--- config.mk ---
export PLATFORM = sky130hd
export DESIGN_NAME = instr_seq
export DESIGN_NICKNAME = d
export VERILOG_FILES = /design/src/rtl/seq_pkg.sv /design/src/rtl/seq_field_split.sv /design/src/rtl/seq_len_calc.sv /design/src/rtl/instr_seq.sv
export SDC_FILE = /design/constraint.sdc
export NUM_CORES = 1
export LEC_CHECK = 0
export BUFFER_PORTS_ARGS = -buffer_cell sky130_fd_sc_hd__buf_2
export CAP_MARGIN = 10
export CELL_PAD_IN_SITES_DETAIL_PLACEMENT = 0
export CELL_PAD_IN_SITES_GLOBAL_PLACEMENT = 1
export CORE_MARGIN = 2
export CORE_UTILIZATION = 40
export CTS_BUF_LIST = sky130_fd_sc_hd__clkbuf_4 sky130_fd_sc_hd__clkbuf_8
export DETAILED_ROUTE_END_ITERATION = 16
export GPL_ROUTABILITY_DRIVEN = 0
export PLACE_DENSITY = 0.88
export REMOVE_ABC_BUFFERS = 1
export SETUP_SLACK_MARGIN = 0.05
export SLEW_MARGIN = 10
export SYNTH_ARGS = -nofsm -noshare
export SYNTH_HDL_FRONTEND = slang
export SYNTH_SLANG_ARGS = --single-unit
export TNS_END_PERCENT = 10
--- constraint.sdc ---
create_clock -name clk -period 2.8 [get_ports clk]
set_input_delay 0.56 -clock clk [delete_from_list [all_inputs] [get_ports clk]]
set_output_delay 0.56 -clock clk [all_outputs]
set_load 0.02 [all_outputs]
--- src/rtl/seq_pkg.sv ---
package seq_pkg;
    localparam int WORD_W = 16;
    localparam int OPC_W  = 4;
    localparam int OPD_W  = 6;
    localparam int LEN_W  = 2;
    localparam logic [OPD_W-1:0] SUB_CALL = 6'h01;

    typedef enum logic [2:0] {
        ST_FETCH,
        ST_LOAD,
        ST_ISSUE,
        ST_EXEC,
        ST_PUSH
    } seq_state_e;

    typedef struct packed {
        logic [OPD_W-1:0] opb;
        logic [OPD_W-1:0] opa;
        logic [OPC_W-1:0] opc;
    } instr_fields_t;
endpackage

--- src/rtl/seq_field_split.sv ---
module seq_field_split
    import seq_pkg::*;
(
    input  logic [WORD_W-1:0] word,
    output instr_fields_t     fields,
    output logic              is_basic,
    output logic              is_call
);
    always_comb begin
        fields   = instr_fields_t'(word);
        is_basic = (fields.opc != '0);
        is_call  = !is_basic && (fields.opa == SUB_CALL);
    end
endmodule

--- src/rtl/seq_len_calc.sv ---
module seq_len_calc
    import seq_pkg::*;
(
    input  instr_fields_t     fields,
    input  logic              is_basic,
    output logic [LEN_W-1:0]  len
);
    function automatic logic extended(input logic [OPD_W-1:0] code);
        return (code[5:3] == 3'b010) || (code == 6'h1E) || (code == 6'h1F);
    endfunction

    always_comb begin
        len = LEN_W'(1);
        if (extended(fields.opb))
            len = len + LEN_W'(1);
        if (is_basic && extended(fields.opa))
            len = len + LEN_W'(1);
    end
endmodule

--- src/rtl/instr_seq.sv ---
module instr_seq
    import seq_pkg::*;
#(
    parameter int ADDR_W = 16
) (
    input  logic              clk,
    input  logic              rst_n,
    output logic              mem_en,
    output logic              mem_we,
    output logic [ADDR_W-1:0] mem_addr,
    output logic [15:0]       mem_wdata,
    input  logic [15:0]       mem_rdata,
    output logic              dec_valid,
    input  logic              dec_ready,
    output logic [3:0]        dec_opcode,
    output logic [5:0]        dec_opa,
    output logic [5:0]        dec_opb,
    output logic [ADDR_W-1:0] dec_pc,
    output logic [1:0]        dec_len,
    input  logic              exe_done,
    input  logic              exe_skip,
    input  logic [ADDR_W-1:0] exe_target,
    output logic [ADDR_W-1:0] pc,
    output logic [ADDR_W-1:0] sp,
    output logic              illegal
);
    localparam logic [ADDR_W-1:0] ONE = ADDR_W'(1);

    seq_state_e    state, state_nx;
    instr_fields_t rd_fields, ir_q;
    logic          rd_basic, rd_call, call_q, skip_q, illegal_q;
    logic [LEN_W-1:0]  rd_len, len_q;
    logic [ADDR_W-1:0] pc_q, sp_q, tgt_q, ret_addr;

    seq_field_split u_split (
        .word     (mem_rdata),
        .fields   (rd_fields),
        .is_basic (rd_basic),
        .is_call  (rd_call)
    );

    seq_len_calc u_len (
        .fields   (rd_fields),
        .is_basic (rd_basic),
        .len      (rd_len)
    );

    assign ret_addr = pc_q + ADDR_W'(len_q);

    // state register
    always_ff @(posedge clk or negedge rst_n) begin
        if (!rst_n) state <= ST_FETCH;
        else        state <= state_nx;
    end

    // next state and outputs
    always_comb begin
        state_nx  = state;
        mem_en    = 1'b0;
        mem_we    = 1'b0;
        mem_addr  = pc_q;
        mem_wdata = WORD_W'(ret_addr);
        dec_valid = 1'b0;
        unique case (state)
            ST_FETCH: begin
                mem_en   = 1'b1;
                state_nx = ST_LOAD;
            end
            ST_LOAD: begin
                if (skip_q || !(rd_basic || rd_call)) state_nx = ST_FETCH;
                else                                  state_nx = ST_ISSUE;
            end
            ST_ISSUE: begin
                dec_valid = 1'b1;
                if (dec_ready) state_nx = ST_EXEC;
            end
            ST_EXEC: begin
                if (exe_done) state_nx = call_q ? ST_PUSH : ST_FETCH;
            end
            ST_PUSH: begin
                mem_en   = 1'b1;
                mem_we   = 1'b1;
                mem_addr = sp_q - ONE;
                state_nx = ST_FETCH;
            end
            default: state_nx = ST_FETCH;
        endcase
    end

    // datapath registers
    always_ff @(posedge clk or negedge rst_n) begin
        if (!rst_n) begin
            pc_q      <= '0;
            sp_q      <= '0;
            tgt_q     <= '0;
            skip_q    <= 1'b0;
            call_q    <= 1'b0;
            illegal_q <= 1'b0;
            ir_q      <= '0;
            len_q     <= LEN_W'(1);
        end else begin
            illegal_q <= 1'b0;
            unique case (state)
                ST_LOAD: begin
                    ir_q   <= rd_fields;
                    len_q  <= rd_len;
                    call_q <= rd_call;
                    if (skip_q) begin
                        pc_q   <= pc_q + ADDR_W'(rd_len);
                        skip_q <= 1'b0;
                    end else if (!(rd_basic || rd_call)) begin
                        pc_q      <= pc_q + ADDR_W'(rd_len);
                        illegal_q <= 1'b1;
                    end
                end
                ST_EXEC: begin
                    if (exe_done) begin
                        if (call_q) begin
                            tgt_q <= exe_target;
                        end else begin
                            pc_q   <= ret_addr;
                            skip_q <= exe_skip;
                        end
                    end
                end
                ST_PUSH: begin
                    sp_q <= sp_q - ONE;
                    pc_q <= tgt_q;
                end
                default: ;
            endcase
        end
    end

    assign dec_opcode = ir_q.opc;
    assign dec_opa    = ir_q.opa;
    assign dec_opb    = ir_q.opb;
    assign dec_len    = len_q;
    assign dec_pc     = pc_q + ONE;
    assign pc         = pc_q;
    assign sp         = sp_q;
    assign illegal    = illegal_q;
endmodule

======== After elaboration in Yosys (flattened, before gate mapping) ========
Cells that the tools add are included.
word-level totals
  logic and storage cells ................. 72
  register bits after elaboration ......... 72
operators by class
  reduce and logical (&&, ||, !) cells .... 19
  $add $sub $neg .......................... 5
  muxes and demuxes ....................... 22
  equal/unequal tests ..................... 15
operators with widths
  operator                                             count
  two-way mux 16 bit                                   5
  case mux 16 bit (3 select lines)                     1
  adder 16 x 2 -> 16 bit                               2
  == test 6 x 5 -> 1 bit (second input constant)       4
  adder 16 x 1 -> 16 bit (second input constant)       1
  subtractor 16 x 1 -> 16 bit (second input constant)  1
  == test 3 x 2 -> 1 bit (second input constant)       4
  case mux 3 bit (4 select lines)                      1
  two-way mux 3 bit                                    3
  two-way mux 1 bit                                    8
  == test 6 x 1 -> 1 bit (second input constant)       1
  logical OR 1 bit                                     6
  two-way mux 2 bit                                    3
  != test 2 bit (second input constant)                3
  AND reduction 3 bit                                  2
  AND reduction 4 bit                                  1
  nonzero test 4 bit                                   1
  == test 3 x 1 -> 1 bit (second input constant)       1
  == test 3 bit (second input constant)                1
  logical NOT 3 bit                                    1
  != test 3 bit (second input constant)                1
  nonzero test 3 bit                                   1
  adder 2 x 1 -> 2 bit (second input constant)         1
  logical AND 1 bit                                    2
  5 further kinds                                      6

======== Depth between registers and ports, before layout ========
  word-level depth ........................ 10
  gate-level depth with buffers ........... 12
  mapped depth without buffers ............ 12

======== By module ========
Synthesis repeated with hierarchy kept, for this count alone.
unflattened totals
  cells, all modules ...................... 483
  area total of the unflattened synthesis .. 4559.4 µm²
modules (own cells, without submodules)
  module           area each (µm²)  sequential area each (µm²)  cells each  instances
  instr_seq        4356.7           1803.0                      455         1
  seq_field_split  150.1            0.0                         19          1
  seq_len_calc     52.6             0.0                         9           1

======== Worst setup path before layout ========
Ideal clock, no wire load.
  kind .................................... reg2out
  start point ............................. reg sp_q[0] (netlist: sp[0])
  end point ............................... out mem_addr[12]
  arrival ................................. 2.178 ns
  required time ........................... 2.240 ns
  path buffers ............................ 1
  setup slack ............................. 0.062 ns
  cell stages (with the launch flop) ...... 9
  path through ............................ dfrtp_1 > inv_1 > ha_1 > nor3b_1 > nor2b_1 > clkbuf_1 > nand3_1 > xor2_1 > o21ai_0
on the way
  cells in the longest elaborated chain, start to end .. 2
ends and longest elaborated chain
  item                         RTL line          text
  from (decl)                  instr_seq.sv:33   logic [ADDR_W-1:0] pc_q, sp_q, tgt_q, ret_addr;
  from (signal assigned)       instr_seq.sv:127  sp_q <= sp_q - ONE;
  subtractor 16 x 1 -> 16 bit  instr_seq.sv:83   mem_addr = sp_q - ONE;
  two-way mux 16 bit           instr_seq.sv:64   unique case (state)
  to (decl)                    instr_seq.sv:10   output logic [ADDR_W-1:0] mem_addr,
No other way between the ends.

======== Worst setup path after layout ========
  start point ............................. reg sp_q[0] (netlist: sp[0])
  end point ............................... out mem_addr[10]
The elaborated chain is that of the path after synthesis.

==> out/metrics.sh <==
RUN_STATUS='completed'
FIN_AREA_UM2=5770
CRIT_PATH_START_KIND='flop'
GRT_START_MAX_NET_PINS=47
CORE_AREA_UM2=10900
MAX_CAP_VIOL_COUNT=0
CLOCK_SINK_COUNT=72
SYNTH-ASYNC-RESET-RATIO=1.00
OVERFLOW=0
POST_SYNTH_EDFFS=0
YS_SEQ_AREA_FRAC=0.399
MAX_FREQ_MHz=363
YS.WARNINGS.COUNT=0
GLOBAL_ROUTE_WIRE_LENGTH_BEFORE_REPAIR_UM=20500
FIN_WORST_HOLD_SLACK_NS=0.203
LAYOUT_SETUP_WS_NS=0.0481
HTREE_NUM_LEVELS=3
CTS.CLK_SLEW.WORST_PATHS_NS=0.09
SYNTH_AREA_LEADERS='dfrtp_1 (39%), mux2_2 (8.0%), xnor2_1 (6.6%), nand2_1 (5.2%), xor2_1 (4.3%)'
CTS.ROOT.BUFFER_CELL='clkbuf_8'
CTS_TREE='built'
SYNTHESIS.AREA_PER_INSTANCE_UM2=9.37
TIMING.SETUP.TNS_NS=0
VIAS_POST_DR=4153
PLACEMENT.SETUP.WORST_SLACK_NS=-0.183
WORST_SKEW_PAIR.LATE_LATENCY_NS=0.37
IO-PIN-COUNT=139
YS_SEQ_ELEMENTS=72
HOLD_VIOL_FINAL=0
WORSTPATHARRIVAL_NS=2.19
YOSYSTOPAREACELL='dfrtp_1'
PORT_BUFFERS=138
DP_HPWL_UM=9610
FINALCRITPERIODSHARE=0.983
SYNTH.DISTINCT_CELLS=60
SYN_AREA_UM2=4520
POWER.DENSITY_nW_PER_UM2=864
WL_PER_CELL_UM=16.9
WORSTREG2REGSTART='state[2]'
PLACE.DETAILED.INSTANCES=747
NETLIST_INSTANCES=482
SLEW-LIMIT-HEADROOM=0.578
CRIT_FANOUT=8
LEAKAGEPOWER_nW=2.85
DETAIL_ROUTE.DRC_VIOLATIONS=0
TYPE_OF_DESTINATION_OF_THE_CRITICAL_PATH='primary output'
CTS.PATH.MAX_BUFFERS=2
LAYOUT.NETS=672
FINALNONFILLERCELLS=771
SKEW_FINAL_NS=0.0149
NUM_ROWS=38
NUMCTSBUFFERS=9
INSERTEDDIODECOUNT=0
ACTUAL_TRANSITION_AT_THE_WORST_MAX_TRANSITION_PIN_NS=0.632
FP.DIEH_UM=110
DETAIL_ROUTE.WIRELENGTH_UM=13000
CRIT_TYPE='reg2out'
DIE_AREA_UM2=12200
FINAL.FILL_COUNT=1049
VIAS_IN_THE_FIRST_GLOBAL_ROUTE=4074
TOTAL_GRT_USAGE=0.222
CHIPWIDTH_UM=110
DOMINANTREGCELLSYNTH='dfrtp_1'
DPL-INSTANCE-AREA_UM2=5390
SETUP-VIOLATIONS-FINAL=0
VDD_DROP_MAX_mV=0.716
ANTENNA_VIOLATIONS_BEFORE_REPAIR=0
HP-CLASS='in2async'
RSZ_0062_RAISED_AFTER_GLOBAL_ROUTING='true'
SYNTH_TOP_AREA_SHARE=0.393
AREA.GROWTH.SYNTH_TO_FINAL_PCT=27.8
TIMING_MAX_TRANSITION_VIOLATIONS_FINAL=0
DRT_ITER0_MARKERS=196
CRITPATHLAUNCH='sp[0]'
FRACTION_OF_LAYOUT_CELLS_WITH_A_SIZE_SUFFIX_ABOVE_1=0.415
FINAL_ANTENNA_NET_COUNT=0
DRT_FIRST_PASS_ITERS=5
PERIOD_NEEDED_NS=2.75
CRIT_REQUIRED_NS=2.24
VIAS_PER_CELL=5.39
FLOORPLAN.INITIALDENSITY=0.413
-- metrics by stage --
step | util | power (mW)
finish | 0.528 | 4.99
CTS | 0.519 | 4.94
detailed placement | 0.493 | 4.05
global placement | 0.493 | 3.99
global route | 0.528 | 5.31
floorplan | - | 3.08
-- placed cells by master (no fill, tap or decap), types with 3 or more instances in the layout --
master	n
a221oi_1	6
nor2_2	3
nor4_2	5
nand4_1	7
a21oi_1	15
mux2_2	32
clkinv_4	3
o21ai_1	4
nor3b_1	5
dfrtp_1	65
nand2b_1	3
ha_1	5
nand2_1	60
a22oi_1	7
nor4_1	4
nand2_2	3
xnor2_1	33
clkinvlp_4	3
nor2_1	31
buf_4	42
nand3b_1	3
nand3_1	17
a22o_1	5
a31oi_1	3
dfrtp_2	6
buf_2	130
clkbuf_8	9
nor3_1	11
o21ai_0	28
inv_1	7
xor2_1	22
-- where the power goes --
part / switching (mW) / leakage (nW) / internal, mW
sequential: 0.172 / 0.935 / 1.27
combinational: 1.67 / 1.83 / 1.03
clock: 0.430 / 0.0921 / 0.424
-- layer usage --
layer	vias up	wire length [µm]	track usage
li1	1972	-	-
met1	2025	5760	0.292
met2	136	6230	0.362
met3	20	835	0.0588
met4	0	210	0.0634
met5	-	0	0
-- what timing repair did --
item | 4_1_cts | 5_1_grt
buffers inserted | 6 | 2
hold endpoints to repair | 0 | 0
hold buffers | 0 | 0
resized for setup | 16 | 25
pin swaps | 2 | 4
gates cloned | 0 | 0
endpoints found under the setup margin | 12 | 26
-- worst paths after layout --
path | slack (ns) | cells past startpoint | end
setup / recovery | 0.05 | 9 | mem_addr[10]
hold / removal | 0.20 | 1 | dec_opb[3]
setup reg to reg | 0.71 | 6 | pc[13]
hold reg to reg | 0.50 | 2 | call_q
max in group asynchronous | 1.87 | 2 | dec_len[0]
min in group clk | 0.42 | 2 | tgt_q[1]
-- worst max-delay path, cell delays in order, from the launching register on --
cell,delay (ns)
dfrtp_1,0.41
inv_2,0.12
ha_4,0.17
nor3b_4,0.20
nor2b_2,0.19
buf_4,0.16
nand2_1,0.07
xor2_1,0.14
o21ai_0,0.18
buf_2,0.20
-- kinds of logic after synthesis --
logic type / count (synthesis) / synth area share
flip-flops: 72 / 0.399
AND/OR/NAND/NOR: 174 / 0.195
XOR/XNOR: 56 / 0.109
buffers and inverters: 50 / 0.0551
adder cells (fa/ha/maj): 9 / 0.0282
multiplexers: 32 / 0.0798
AO/OA/AOI/OAI: 89 / 0.134
-- cells in the mapped netlist, types with 3 or more instances --
library cell / n
nand2b_1: 3
a22o_1: 5
xnor2_1: 34
inv_1: 9
buf_2: 21
nor2_1: 33
buf_6: 3
nand3_1: 18
dfrtp_1: 71
nor3b_1: 6
mux2_2: 32
a31oi_1: 3
clkbuf_1: 10
a21oi_1: 15
nor4_1: 7
ha_1: 7
a22oi_1: 7
nor3_1: 12
and3_1: 3
nand3b_1: 3
and2_1: 4
xor2_1: 22
buf_1: 4
nand2_1: 62
o21ai_0: 31
a221oi_1: 6
nand4_1: 7
-- cell type report --
class / instances / area, µm² / area share
Multi-Input combinational cell: 360 / 2560 / 0.443
Sequential cell: 72 / 1810 / 0.314
Tap cell: 140 / 175 / 0.0303
Clock buffer: 10 / 131 / 0.0228
Inverter: 10 / 42.5 / 0.00737
Clock inverter: 6 / 70.1 / 0.0121
Timing Repair Buffer: 173 / 986 / 0.171
-- sequential cells by signal, summed over array words and instances (netlist names), 2 cells and up --
register	count
state	3
sp	16
dec_opa	6
dec_len	2
tgt_q	16
dec_opb	6
pc	16
dec_opcode	4
Power figures use the tool's default switching activity.
